File: config.mk
export PLATFORM = sky130hd
export DESIGN_NAME = ifr_tx_seq
export DESIGN_NICKNAME = d
export VERILOG_FILES = /design/src/rtl/ifr_pkg.sv /design/src/rtl/ifr_mode_reg.sv /design/src/rtl/ifr_byte_arb.sv /design/src/rtl/ifr_tx_seq.sv
export SDC_FILE = /design/constraint.sdc
export NUM_CORES = 1
export LEC_CHECK = 0
export ABC_CLOCK_PERIOD_IN_PS = 4300
export BUFFER_PORTS_ARGS = -buffer_cell sky130_fd_sc_hd__clkbuf_2
export CORE_MARGIN = 10
export CORE_UTILIZATION = 46
export DETAILED_ROUTE_END_ITERATION = 10
export HOLD_SLACK_MARGIN = 0.12
export MAX_ROUTING_LAYER = met4
export PLACE_DENSITY_LB_ADDON = 0.25
export SLEW_MARGIN = 10
export SYNTH_ARGS = -nofsm -noshare
export SYNTH_HDL_FRONTEND = slang
export SYNTH_SLANG_ARGS = --single-unit
File: constraint.sdc
create_clock -name clk -period 4.3 [get_ports clk]
set_clock_uncertainty 0.15 [all_clocks]
set_input_delay 0.43 -clock clk [delete_from_list [all_inputs] [get_ports clk]]
set_output_delay 0.43 -clock clk [all_outputs]
set_load 0.02 [all_outputs]
File: src/rtl/ifr_pkg.sv
package ifr_pkg;
   localparam int MODE_W = 3;

   typedef enum logic [1:0] {
      ST_IDLE = 2'd0,
      ST_NORM = 2'd1,
      ST_SEND = 2'd2
   } seq_state_t;
endpackage

File: src/rtl/ifr_mode_reg.sv
module ifr_mode_reg #(
   parameter int MODE_W = ifr_pkg::MODE_W
) (
   input  logic              clk,
   input  logic              rst_n,
   input  logic              wr_i,
   input  logic [MODE_W-1:0] wdata_i,
   output logic [MODE_W-1:0] raw_o,
   output logic [MODE_W-1:0] code_o
);
   logic [MODE_W-1:0] raw_q;

   always_ff @(posedge clk or negedge rst_n) begin
      if (!rst_n)    raw_q <= '0;
      else if (wr_i) raw_q <= wdata_i;
   end

   // highest index has highest priority
   for (genvar g = 0; g < MODE_W; g++) begin : g_pri
      if (g == MODE_W - 1) begin : g_top
         assign code_o[g] = raw_q[g];
      end else begin : g_low
         assign code_o[g] = raw_q[g] & ~(|raw_q[MODE_W-1:g+1]);
      end
   end

   assign raw_o = raw_q;
endmodule

File: src/rtl/ifr_byte_arb.sv
module ifr_byte_arb #(
   parameter int ID_W = 8
) (
   input  logic            clk,
   input  logic            rst_n,
   input  logic            start_i,
   input  logic            run_i,
   input  logic            slot_i,
   input  logic            rx_bit_i,
   input  logic [ID_W-1:0] id_i,
   output logic            tx_bit_o,
   output logic            byte_end_o,
   output logic [ID_W-1:0] rx_byte_o,
   output logic            lost_o
);
   localparam int CNT_W = $clog2(ID_W);
   localparam logic [CNT_W-1:0] LAST = CNT_W'(ID_W - 1);

   logic [CNT_W-1:0] cnt_q;
   logic [ID_W-1:0]  tx_sh_q;
   logic [ID_W-2:0]  rx_sh_q;
   logic             lost_q;

   assign tx_bit_o   = run_i ? (lost_q | tx_sh_q[ID_W-1]) : 1'b1;
   assign byte_end_o = run_i & slot_i & (cnt_q == LAST);
   assign rx_byte_o  = {rx_sh_q, rx_bit_i};
   assign lost_o     = lost_q;

   always_ff @(posedge clk or negedge rst_n) begin
      if (!rst_n) begin
         cnt_q   <= '0;
         tx_sh_q <= '1;
         rx_sh_q <= '0;
         lost_q  <= 1'b0;
      end else if (start_i) begin
         cnt_q   <= '0;
         tx_sh_q <= id_i;
         lost_q  <= 1'b0;
      end else if (run_i && slot_i) begin
         rx_sh_q <= rx_byte_o[ID_W-2:0];
         if (byte_end_o) begin
            cnt_q   <= '0;
            tx_sh_q <= id_i;
            lost_q  <= 1'b0;
         end else begin
            cnt_q   <= cnt_q + 1'b1;
            tx_sh_q <= {tx_sh_q[ID_W-2:0], 1'b1};
            if (tx_bit_o && !rx_bit_i) lost_q <= 1'b1;
         end
      end
   end
endmodule

File: src/rtl/ifr_tx_seq.sv
module ifr_tx_seq
   import ifr_pkg::*;
#(
   parameter int ID_W      = 8,
   parameter int MAX_BYTES = 8,
   parameter bit NORM_BIT  = 1'b1
) (
   input  logic              clk,
   input  logic              rst_n,
   input  logic              mode_wr,
   input  logic [MODE_W-1:0] mode_wdata,
   output logic [MODE_W-1:0] mode_rdata,
   output logic [MODE_W-1:0] mode_code,
   input  logic [ID_W-1:0]   node_id,
   input  logic              eod,
   input  logic              eof,
   input  logic              slot,
   input  logic              rx_bit,
   output logic              tx_bit,
   output logic              arb_lost,
   output logic              done,
   output logic              err
);
   localparam int BC_W = $clog2(MAX_BYTES + 1);
   localparam logic [BC_W-1:0] BC_LAST = BC_W'(MAX_BYTES - 1);

   if (ID_W < 2) begin : g_chk_id
      $error("ifr_tx_seq: ID_W must be at least 2");
   end
   if (MAX_BYTES < 1) begin : g_chk_max
      $error("ifr_tx_seq: MAX_BYTES must be at least 1");
   end

   seq_state_t      state_q, first_st;
   logic            single_q, done_q, err_q;
   logic [BC_W-1:0] bc_q;
   logic            accept, arb_tx, byte_end;
   logic [ID_W-1:0] rx_byte;

   if (NORM_BIT) begin : g_norm
      assign first_st = ST_NORM;
   end else begin : g_nonorm
      assign first_st = ST_SEND;
   end

   ifr_mode_reg #(.MODE_W(MODE_W)) mode_i (
      .clk    (clk),
      .rst_n  (rst_n),
      .wr_i   (mode_wr),
      .wdata_i(mode_wdata),
      .raw_o  (mode_rdata),
      .code_o (mode_code)
   );

   assign accept = (state_q == ST_IDLE) && eod && (|mode_code);

   ifr_byte_arb #(.ID_W(ID_W)) arb_i (
      .clk       (clk),
      .rst_n     (rst_n),
      .start_i   (accept),
      .run_i     (state_q == ST_SEND),
      .slot_i    (slot),
      .rx_bit_i  (rx_bit),
      .id_i      (node_id),
      .tx_bit_o  (arb_tx),
      .byte_end_o(byte_end),
      .rx_byte_o (rx_byte),
      .lost_o    (arb_lost)
   );

   assign tx_bit = (state_q == ST_NORM) ? 1'b0 : arb_tx;
   assign done   = done_q;
   assign err    = err_q;

   always_ff @(posedge clk or negedge rst_n) begin
      if (!rst_n) begin
         state_q  <= ST_IDLE;
         single_q <= 1'b0;
         bc_q     <= '0;
         done_q   <= 1'b0;
         err_q    <= 1'b0;
      end else begin
         done_q <= 1'b0;
         unique case (state_q)
            ST_IDLE: begin
               if (accept) begin
                  state_q  <= first_st;
                  single_q <= mode_code[MODE_W-1];
                  bc_q     <= '0;
                  err_q    <= 1'b0;
               end
            end
            ST_NORM: begin
               if (eof) begin
                  err_q   <= 1'b1;
                  state_q <= ST_IDLE;
               end else if (slot) begin
                  state_q <= ST_SEND;
               end
            end
            ST_SEND: begin
               if (eof) begin
                  err_q   <= 1'b1;
                  state_q <= ST_IDLE;
               end else if (byte_end) begin
                  if (rx_byte == node_id) begin
                     done_q  <= 1'b1;
                     state_q <= ST_IDLE;
                  end else if (single_q || bc_q == BC_LAST) begin
                     err_q   <= 1'b1;
                     state_q <= ST_IDLE;
                  end else begin
                     bc_q <= bc_q + 1'b1;
                  end
               end
            end
            default: state_q <= ST_IDLE;
         endcase
      end
   end
endmodule

Word-level counts from Yosys, hierarchy flattened
Index checks and enable logic that the tools add are counted.
- register bits: 31
- bits in latches: 0
- bits in writable memories: 0
- ROM bits: 0
- input bits: 18
- output and inout port bits: 10
- word-level logic and storage cells: 92
- memories kept: 0
- add/subtract/negate cells: 2
- $mul: 0
- div/mod/pow operators: 0
- magnitude comparators: 0
- equal/unequal tests: 16
- shift-type cells: 0
- mux-type cells: 37
- bitwise operators: 8
- reduce and logical (&&, ||, !) cells: 19
- operators by type and width (cell ; number):
    8-bit 2-to-1 mux ; 3
    4-bit 2-to-1 mux ; 5
    1-bit 2-to-1 mux ; 16
    2-bit 2-to-1 mux ; 7
    2-bit inequality test, second input constant ; 6
    3-bit inequality test, second input constant ; 4
    6-bit AND reduction ; 2
    3-bit 2-to-1 mux ; 3
    8-bit == test ; 1
    4-bit case mux with 2 select lines ; 1
    2-bit case mux with 3 select lines ; 1
    2-bit AND reduction ; 3
    3-bit nonzero test ; 2
    4-bit by 1-bit adder with 4-bit output, second input constant ; 1
    1-bit AND ; 4
    4-bit by 3-bit == test with 1-bit output, second input constant ; 1
    1-bit logical AND ; 4
    4-bit inequality test, second input constant ; 1
    4-bit AND reduction ; 1
    2-bit nonzero test ; 2
    3-bit by 1-bit adder with 3-bit output, second input constant ; 1
    3-bit == test, second input constant ; 1
    1-bit inverter ; 3
    1-bit case mux with 3 select lines ; 1
    8 further kinds ; 8

Depth between registers and ports, before layout
Gate-level depths: netlist of the first run.
- word-level depth: 7
- mapped depth: 7
- gate-level depth less buffers: 7

Cells and area by module
Synthesis of the first run repeated with hierarchy kept, for this count alone.
- cell total of the unflattened synthesis: 153
- area total of the unflattened synthesis: 1717.9 um2
- by module, submodules not included (module ; times used ; cells each ; area each (um2) ; sequential area each (um2)):
    ifr_byte_arb ; 1 ; 67 ; 893.4 ; 485.5
    ifr_tx_seq ; 1 ; 77 ; 694.4 ; 225.2
    ifr_mode_reg ; 1 ; 9 ; 130.1 ; 75.1

Worst setup path after synthesis of the first run
No wires, ideal clock.
- path type: register to register
- start: register state_q[0]
- end: register state_q[0]
- library setup time: 0.128 ns
- arrival: 1.648 ns
- required time: 4.022 ns
- slack: 2.375 ns
- stages on the path, launching flop included: 7
- path buffers: 0
- period minus slack after synthesis: 1.925 ns
- cell sequence: dfrtp_1 -> inv_1 -> ha_1 -> nand2b_1 -> or3_1 -> o21ai_2 -> mux2_1
- word-level cells in the longest chain between the ends: 5
- elaborated cells on any way between the ends: 13
- those cells by class: eq/ne: 6; mux: 1; bitwise: 2; reduce/logical: 4
- RTL lines (element ; line ; RTL):
    start: declaration ; ifr_tx_seq.sv:34 ; seq_state_t state_q, first_st;
    start signal: assignment ; ifr_tx_seq.sv:87 ; state_q <= first_st;
    2-bit == test / 2-bit logical NOT (equally long branches) ; ifr_tx_seq.sv:61, ifr_tx_seq.sv:84, ifr_tx_seq.sv:55 ;
    1-bit AND / 1-bit logical AND (equally long branches) (2 in series) ; ifr_byte_arb.sv:25, ifr_tx_seq.sv:55 ;
    3-bit inequality test (no line) / 2-bit inequality test (equally long branches) ; -- ;
    4-bit AND reduction (no line) ; -- ;
Parallel ways exist; a longest one is shown, timed or not.
A chain may end at the register's enable or synchronous reset.

Worst setup path in the final report of the first run
- start: register state_q[0]
- end: register state_q[1]
The elaborated chain is that of the path after synthesis.

==> flow_summary_export.csv, run 1 <==
group,metric,value,unit
cts,cts_resized,0,
cells_and_area,final_nets,221,
floorplan,io_pins,28,
cts,clk_pin_slew,0.06,ns
cts,clock-sinks,31,
hold_path,hold_path_startpoint,"mode_wdata[1]",
global_route,grt_pass1_vias,1429,
route,dr.pass1.iters,4,
sta,post-route-period-util,56.1,%
synthesis,synth_xor_area_share,4.03,%
cells_and_area,multiInputGateArea,913,µm²
global_route,grt_pass1_wl,6450,µm
synthesis,synth-compound-area-share,13.4,%
global_route,gr-total-overflow,0,
synthesis,synth_top_family_by_area,"simple AND/OR/NAND/NOR gates",
sta,fin_tns_setup,0,ns
hold_path,min_path_type,"in -> reg",
setup_path,regToRegStartpoint,"state_q[0]",
power,power_switching,0.416,mW
synthesis,yosys_warnings,0,
route,drcViolationCount,0,
synthesis,synth.mux.area_fraction,8.85,%
synthesis,synth_area,0.00174,mm²
setup_path,required,4.31,ns
route,vias_per_cell,5.40,
cells_and_area,seqCellArea,786,µm²
synthesis,post_synth_inst_count,165,
cts,cts_tree,"yes",
floorplan,coreArea,0.00366,mm²
power,clockPowerShare,20.6,%
cts,cts_buffer_depth,2,
sta,max_freq,0.415,GHz
synthesis,yosys.cell_types.count,42,
sta,worst_slew_pin_slew,0.764,ns
route,avgRoutedWirePerCell,15.2,µm
setup_path,crit_path_max_fanout,16,
power,p_int,0.712,mW
cts,htree_levels,2,
synthesis,synthSimpleGateAreaFrac,21.2,%
synthesis,syn_area_per_cell,10.5,µm²
cts,root_buffer,"clkbuf_8",
setup_path,worstPathArrival,2.42,ns
floorplan,initial_core_util,47.5,%
global_route,grt_usage,13.0,%
cells_and_area,diodes,0,
power,swShare,36.9,%
synthesis,async_reset_ff_share,100,%
placement,hpwl,2790,µm
cts,cts_setup_buffers,0,
cells_and_area,fin_util,54.9,%
synthesis,seq_area_frac_synth,45.2,%
route,vias,1323,
setup_path,crit_start,"state_q[0]",
setup_path,path_class,"reg -> reg",
route,postRouteAntennaNets,0,
run_status,run_status,"completed",
sta,finalSetupViolCount,0,
synthesis,syn_nets,190,
job,max-cap-violations,0,
placement,io_buffers,27,
synthesis,synth_seq_cells,31,
cells_and_area,final_layout_size_suffix_gt1_share,30.5,%
setup_path,end_kind,"flip-flop",
placement,gp_congestion,0.828,
cells_and_area,n_fill_cell,334,
global_route,grt_max_degree,32,
floorplan,dieWidth,81.5,µm
power,p_seq_share,41.0,%
cells_and_area,area_delta_synth_final,15.6,%
power,powerDensity,561,mW/mm²
sta,finalHoldViolCount,0,
power,leakagePower,0.972,nW
setup_path,cp-start-kind,"flip-flop",
synthesis,synth_edf_count,0,
synthesis,synth_fa_ha_area_share,5.04,%
floorplan,dieArea,0.00664,mm²
route,drt_iter0_drc,76,
sta,finalMaxSlewViolations,0,
cts,clk_latency,0.28,ns
sta,slew_headroom,49.1,%
power,p_comb_share,38.4,%
floorplan,fp-row-count,22,
route,routed_wl,3710,µm
global_route,grt_antenna_before_repair,0,
synthesis,synthFlopType,"dfrtp_1",
sta,rsz0062_at_grt,"false",
sta,fin_crit,2.41,ns
floorplan,die_h,81.5,µm
cts,cts_buffers,5,
power,peakVddDrop,0.256,mV
==> worst paths after layout <==
kind	end	slack [ns]	cells past startpoint
setup / recovery	state_q[1]	1.89	6
hold / removal	mode_i.raw_o[1]	0.23	2
min in group asynchronous	done	0.60	2
hold reg to reg	arb_i.tx_sh_q[6]	0.31	2
setup reg to reg	state_q[1]	1.89	6
max in group asynchronous	arb_i.rx_sh_q[5]	2.90	2
==> cells by family after synthesis <==
group | Yosys count
xor+xnor | 8
fa+ha+maj | 7
buf+inv | 8
flops | 31
simple gates | 68
mux | 14
compound gates | 29
==> metrics by stage <==
stage          cells  power (mW)  area (µm²)  hold WS, ns  setup WS [ns]
2_1_floorplan    165       0.798        1740      -0.0156           2.37
3_3_place_gp     236       0.885        1910        0.304           2.01
3_5_place_dp     236       0.904        1910        0.306           1.92
4_1_cts          245        1.15        2010        0.225           1.89
5_1_grt          245        1.22        2010        0.232           1.69
6_report         245        1.13        2010        0.235           1.89
==> metal layers <==
metal	wire [µm]	GRT usage [%]
met3	191	4.04
met5	0	-
met1	1610	14.2
met2	1850	20.9
met4	68	6.57
==> synth_stat cells, types with 2 or more instances <==
master	instances	area, µm²
and2_4	2	17.5
nand2_1	35	131
a22o_1	2	17.5
o21ai_1	7	35.0
nor2b_1	2	12.5
ha_1	7	87.6
nor4_4	2	42.5
dfstp_2	8	210
nand3_1	5	25.0
nor3_1	5	25.0
mux2_1	2	22.5
buf_2	2	10.0
a21oi_1	7	35.0
mux2_2	5	56.3
xor2_1	8	70.1
nor3b_1	2	15.0
buf_4	2	15.0
nor2_1	4	15.0
dfrtp_1	23	576
mux2i_1	6	60.1
or3_1	3	18.8
nand2b_1	2	12.5
a211o_1	2	17.5
inv_1	4	15.0
==> repair_timing <==
| action | 4_1_cts | 5_1_grt |
|---|---|---|
| endpoints found under the setup margin | 0 | 0 |
| hold buffers | 1 | 0 |
| hold endpoints to repair | 23 | 0 |
==> registers in the layout, indices dropped and copies added, names as in the netlist <==
signal and cells:
arb_i.tx_sh_q 8, bc_q 4, done 1, state_q 2, arb_i.rx_sh_q 7, arb_i.lost_o 1
mode_i.raw_o 3, arb_i.cnt_q 3, err 1, single_q 1
==> worst max-delay path: stages (launching register included) <==
cell	delay (ns)
dfrtp_1	0.40
inv_1	0.11
ha_1	0.50
nand2b_1	0.20
or3_1	0.43
o21ai_2	0.17
mux2_1	0.33
==> power by group through the flow <==
stage	combinational [mW]	clock (mW)	sequential (mW)
5_1_grt	0.492	0.256	0.475
3_3_place_gp	0.424	0	0.461
6_report	0.433	0.233	0.463
4_1_cts	0.440	0.243	0.462
3_5_place_dp	0.437	0	0.467
2_1_floorplan	0.334	0	0.465
==> layout by cell type, fill, tap and decap left out, drive strengths merged, types with 3 or more instances in the layout <==
master / count
or3: 3
nand3: 5
mux2i: 6
nor4: 3
xor2: 8
clkbuf: 34
nand2: 35
o21ai: 8
a21oi: 7
ha: 7
mux2: 8
inv: 4
dfstp: 8
dfrtp: 23
a22o: 3
nor2: 4
nor3: 5
==> final cells by class <==
class	instances	share of cell area, %
multi-input combinational	126	45.4
sequential	31	39.1
timing repair buffer	28	7.22
tap	48	2.99
clock buffer	7	4.29
clock inverter	1	0.249
inverter	4	0.747
Power figures use the tool's default switching activity.
==> run 2, diff against run 1 <==
--- a/config.mk
+++ b/config.mk
@@ -5,7 +5,8 @@
 export SDC_FILE = /design/constraint.sdc
 export NUM_CORES = 1
 export LEC_CHECK = 0
-export ABC_CLOCK_PERIOD_IN_PS = 4300
+export ABC_AREA = 1
+export ABC_CLOCK_PERIOD_IN_PS = 2500
 export BUFFER_PORTS_ARGS = -buffer_cell sky130_fd_sc_hd__clkbuf_2
 export CORE_MARGIN = 10
 export CORE_UTILIZATION = 46
==> constraint.sdc (replaced) <==
create_clock -name clk -period 2.5 [get_ports clk]
set_clock_uncertainty 0.15 [all_clocks]
set_input_delay 0.25 -clock clk [delete_from_list [all_inputs] [get_ports clk]]
set_output_delay 0.25 -clock clk [all_outputs]
set_load 0.02 [all_outputs]
==> run 2 against run 1 <==
Critical endpoint is now mode_i.raw_o[0]; worst hold slack lost 0.096 ns; synthesized cell count grew 32%; non-clock buffer count grew 17; final cell count grew 28%; critical path type is now in -> reg.
==> flow_summary_export.csv, run 2 <==
group,metric,value,unit
cts,clk_pin_slew,0.06,ns
setup_path,r2r_slack,0.45,ns
route,dr.pass1.iters,4,
placement,gp_congestion,0.825,
synthesis,async_reset_ff_share,100,%
synthesis,syn_nets,243,
power,power_switching,0.779,mW
cts,cts_buffers,5,
cts,root_buffer,"clkbuf_8",
global_route,grt_pass1_wl,6630,µm
cells_and_area,final_layout_size_suffix_gt1_share,19.6,%
setup_path,required,2.51,ns
synthesis,synth_area,0.00172,mm²
synthesis,synth_area_leaders,"dfrtp_1, nand2_1, dfstp_2, inv_1, ha_1",
sta,finalSetupViolCount,0,
synthesis,post_synth_inst_count,218,
synthesis,yosysTopAreaCellShare,33.4,%
setup_path,cp-start-kind,"primary input",
setup_path,worstPathArrival,2.14,ns
sta,finalMaxSlewViolations,0,
power,leakagePower,1.10,nW
hold_path,min_path_type,"in -> reg",
floorplan,fp-row-count,22,
floorplan,dieWidth,81.2,µm
placement,dpl_cell_area,0.00189,mm²
power,clockPowerShare,18.7,%
route,drcViolationCount,0,
job,max-cap-violations,0,
route,wl_met2,1580,µm
power,p_comb_share,40.6,%
synthesis,synth_common_cells,"nand2_1, inv_1, dfrtp_1",
hold_path,min_path_cells,3,
power,p_int,1.22,mW
cts,cts_hold_buf,16,
route,routed_wl,3720,µm
power,swShare,39.0,%
cts,cts_tree,"yes",
hold_path,hold_path_startpoint,"rx_bit",
cts,cts_setup_buffers,0,
synthesis,synth_edf_count,0,
floorplan,dieArea,0.00659,mm²
global_route,grt_usage,13.2,%
sta,whs,0.139,ns
cells_and_area,top_regs,"arb_i.tx_sh_q x8, arb_i.rx_sh_q x7, bc_q x4",
sta,post-route-period-util,85.0,%
route,top_layer,"met4",
placement,io_buffers,27,
cts,cts_buffer_depth,2,
route,postRouteAntennaNets,0,
power,p_seq_share,40.7,%
route,avgRoutedWirePerCell,11.9,µm
cells_and_area,regMostFlops,"arb_i.tx_sh_q",
global_route,grt_pass1_vias,1488,
run_status,run_status,"completed",
floorplan,initial_core_util,47.4,%
route,wl_met3,196,µm
route,vias_per_cell,4.84,
setup_path,path_class,"in -> reg",
cells_and_area,fin_area,0.00213,mm²
global_route,grt_max_degree,32,
synthesis,seq_area_frac_synth,45.6,%
power,total_power,2.00,mW
global_route,gr-total-overflow,0,
route,drt_iter0_drc,84,
cts,htree_levels,2,
sta,rsz0062_at_grt,"false",
cells_and_area,final_nets,289,
power,peakVddDrop,0.386,mV
cells_and_area,fin_util,58.6,%
cells_and_area,area_delta_synth_final,23.6,%
cells_and_area,diodes,0,
floorplan,coreArea,0.00363,mm²
placement,hpwl,2770,µm
sta,fin_crit,2.12,ns
cells_and_area,largest_register_ff_count,8,
sta,fin_tns_setup,0,ns
synthesis,synthFlopType,"dfrtp_1",
setup_path,r2r_end,"arb_i.tx_sh_q[2]",
power,powerDensity,937,mW/mm²
hold_path,min_to,"arb_i.rx_sh_q[0]",
cts,clk_latency,0.28,ns
setup_path,end_kind,"flip-flop",
synthesis,yosys.cell_types.count,28,
setup_path,reg2regPathDepth,7,
sta,finalHoldViolCount,0,
setup_path,regToRegStartpoint,"state_q[0]",
setup_path,crit_path_max_fanout,1,
floorplan,io_pins,28,
synthesis,yosysMostFrequentCell,"nand2_1",
synthesis,syn_area_per_cell,7.90,µm²
cells_and_area,final_cell_mix,"nand2_1, inv_1, clkbuf_2",
cts,clock-sinks,31,
cells_and_area,final_common_cell,"nand2_1",
synthesis,yosys.area.top_type,"dfrtp_1",
sta,worst_slew_pin_slew,0.748,ns
floorplan,die_h,81.2,µm
sta,slew_headroom,50.1,%
global_route,grt_antenna_before_repair,0,
sta,max_freq,0.471,GHz
synthesis,synth_seq_cells,31,
route,drt-met1-wl,1840,µm
route,vias,1514,
synthesis,yosys_warnings,0,
cts,cts_resized,0,
==> run 2: changes by cell type after synthesis, sizes merged, moves of 8 or more <==
| cell | delta |
|---|---|
| o21ai | +11 |
| inv | +25 |
| mux2 | -8 |
| nand2 | +37 |
| nor2 | +12 |
| nand3 | +9 |
==> run 2: kinds of logic (layout without fill, tap and decap cells) <==
family          count (synthesis)  in the layout  synth area share, %
xor+xnor                        4              4                 2.03
flops                          31             31                 45.6
simple gates                  107            107                 26.1
compound gates                 34             34                 12.3
buf+inv                        35             82                 8.86
fa+ha+maj                       7              7                 5.08
==> run 2: through the flow <==
stage / worst slack [ns] / cells
2_1_floorplan: 0.823 / 218
5_1_grt: 0.235 / 313
6_report: 0.376 / 313
3_3_place_gp: 0.554 / 289
4_1_cts: 0.441 / 313
3_5_place_dp: 0.463 / 289
==> run 2: power groups by stage <==
stage	clock (mW)	combinational [mW]	sequential, mW
global placement	0	0.785	0.815
global route	0.412	0.936	0.837
detailed placement	0	0.792	0.822
floorplan	0	0.606	0.821
finish	0.374	0.810	0.812
CTS	0.385	0.820	0.814
==> run 2: worst max path at each step <==
stage	from	to	slack, ns	depth (start not counted)
2_1_floorplan	state_q[0]	state_q[0]	0.82	10
3_3_place_gp	state_q[0]	arb_i.tx_sh_q[3]	0.55	7
3_5_place_dp	state_q[0]	arb_i.tx_sh_q[2]	0.46	7
4_1_cts	state_q[0]	arb_i.tx_sh_q[2]	0.44	7
5_1_grt	state_q[1]	arb_i.tx_sh_q[3]	0.24	7
6_report	mode_wdata[0]	mode_i.raw_o[0]	0.38	6
==> run 2: layout make-up <==
type	count	area [µm²]
Fill cell	339	1500
Sequential cell	31	786
Timing Repair Buffer	45	310
Tap cell	48	60.1
Clock buffer	8	80.1
Inverter	29	109
Multi-Input combinational cell	152	785
==> run 2: worst max-delay path: stages <==
cell,delay (ns)
dlygate4sd3_1,0.54
clkbuf_2,0.10
nand2_1,0.05
dlygate4sd3_1,0.55
o21ai_0,0.08
dlygate4sd3_1,0.56
==> run 2: per-layer routing <==
layer / track usage [%] / up-vias
met4: 6.75 / 0
li1: - / 790
met3: 5.30 / 11
met1: 15.7 / 682
met5: - / -
met2: 18.9 / 31
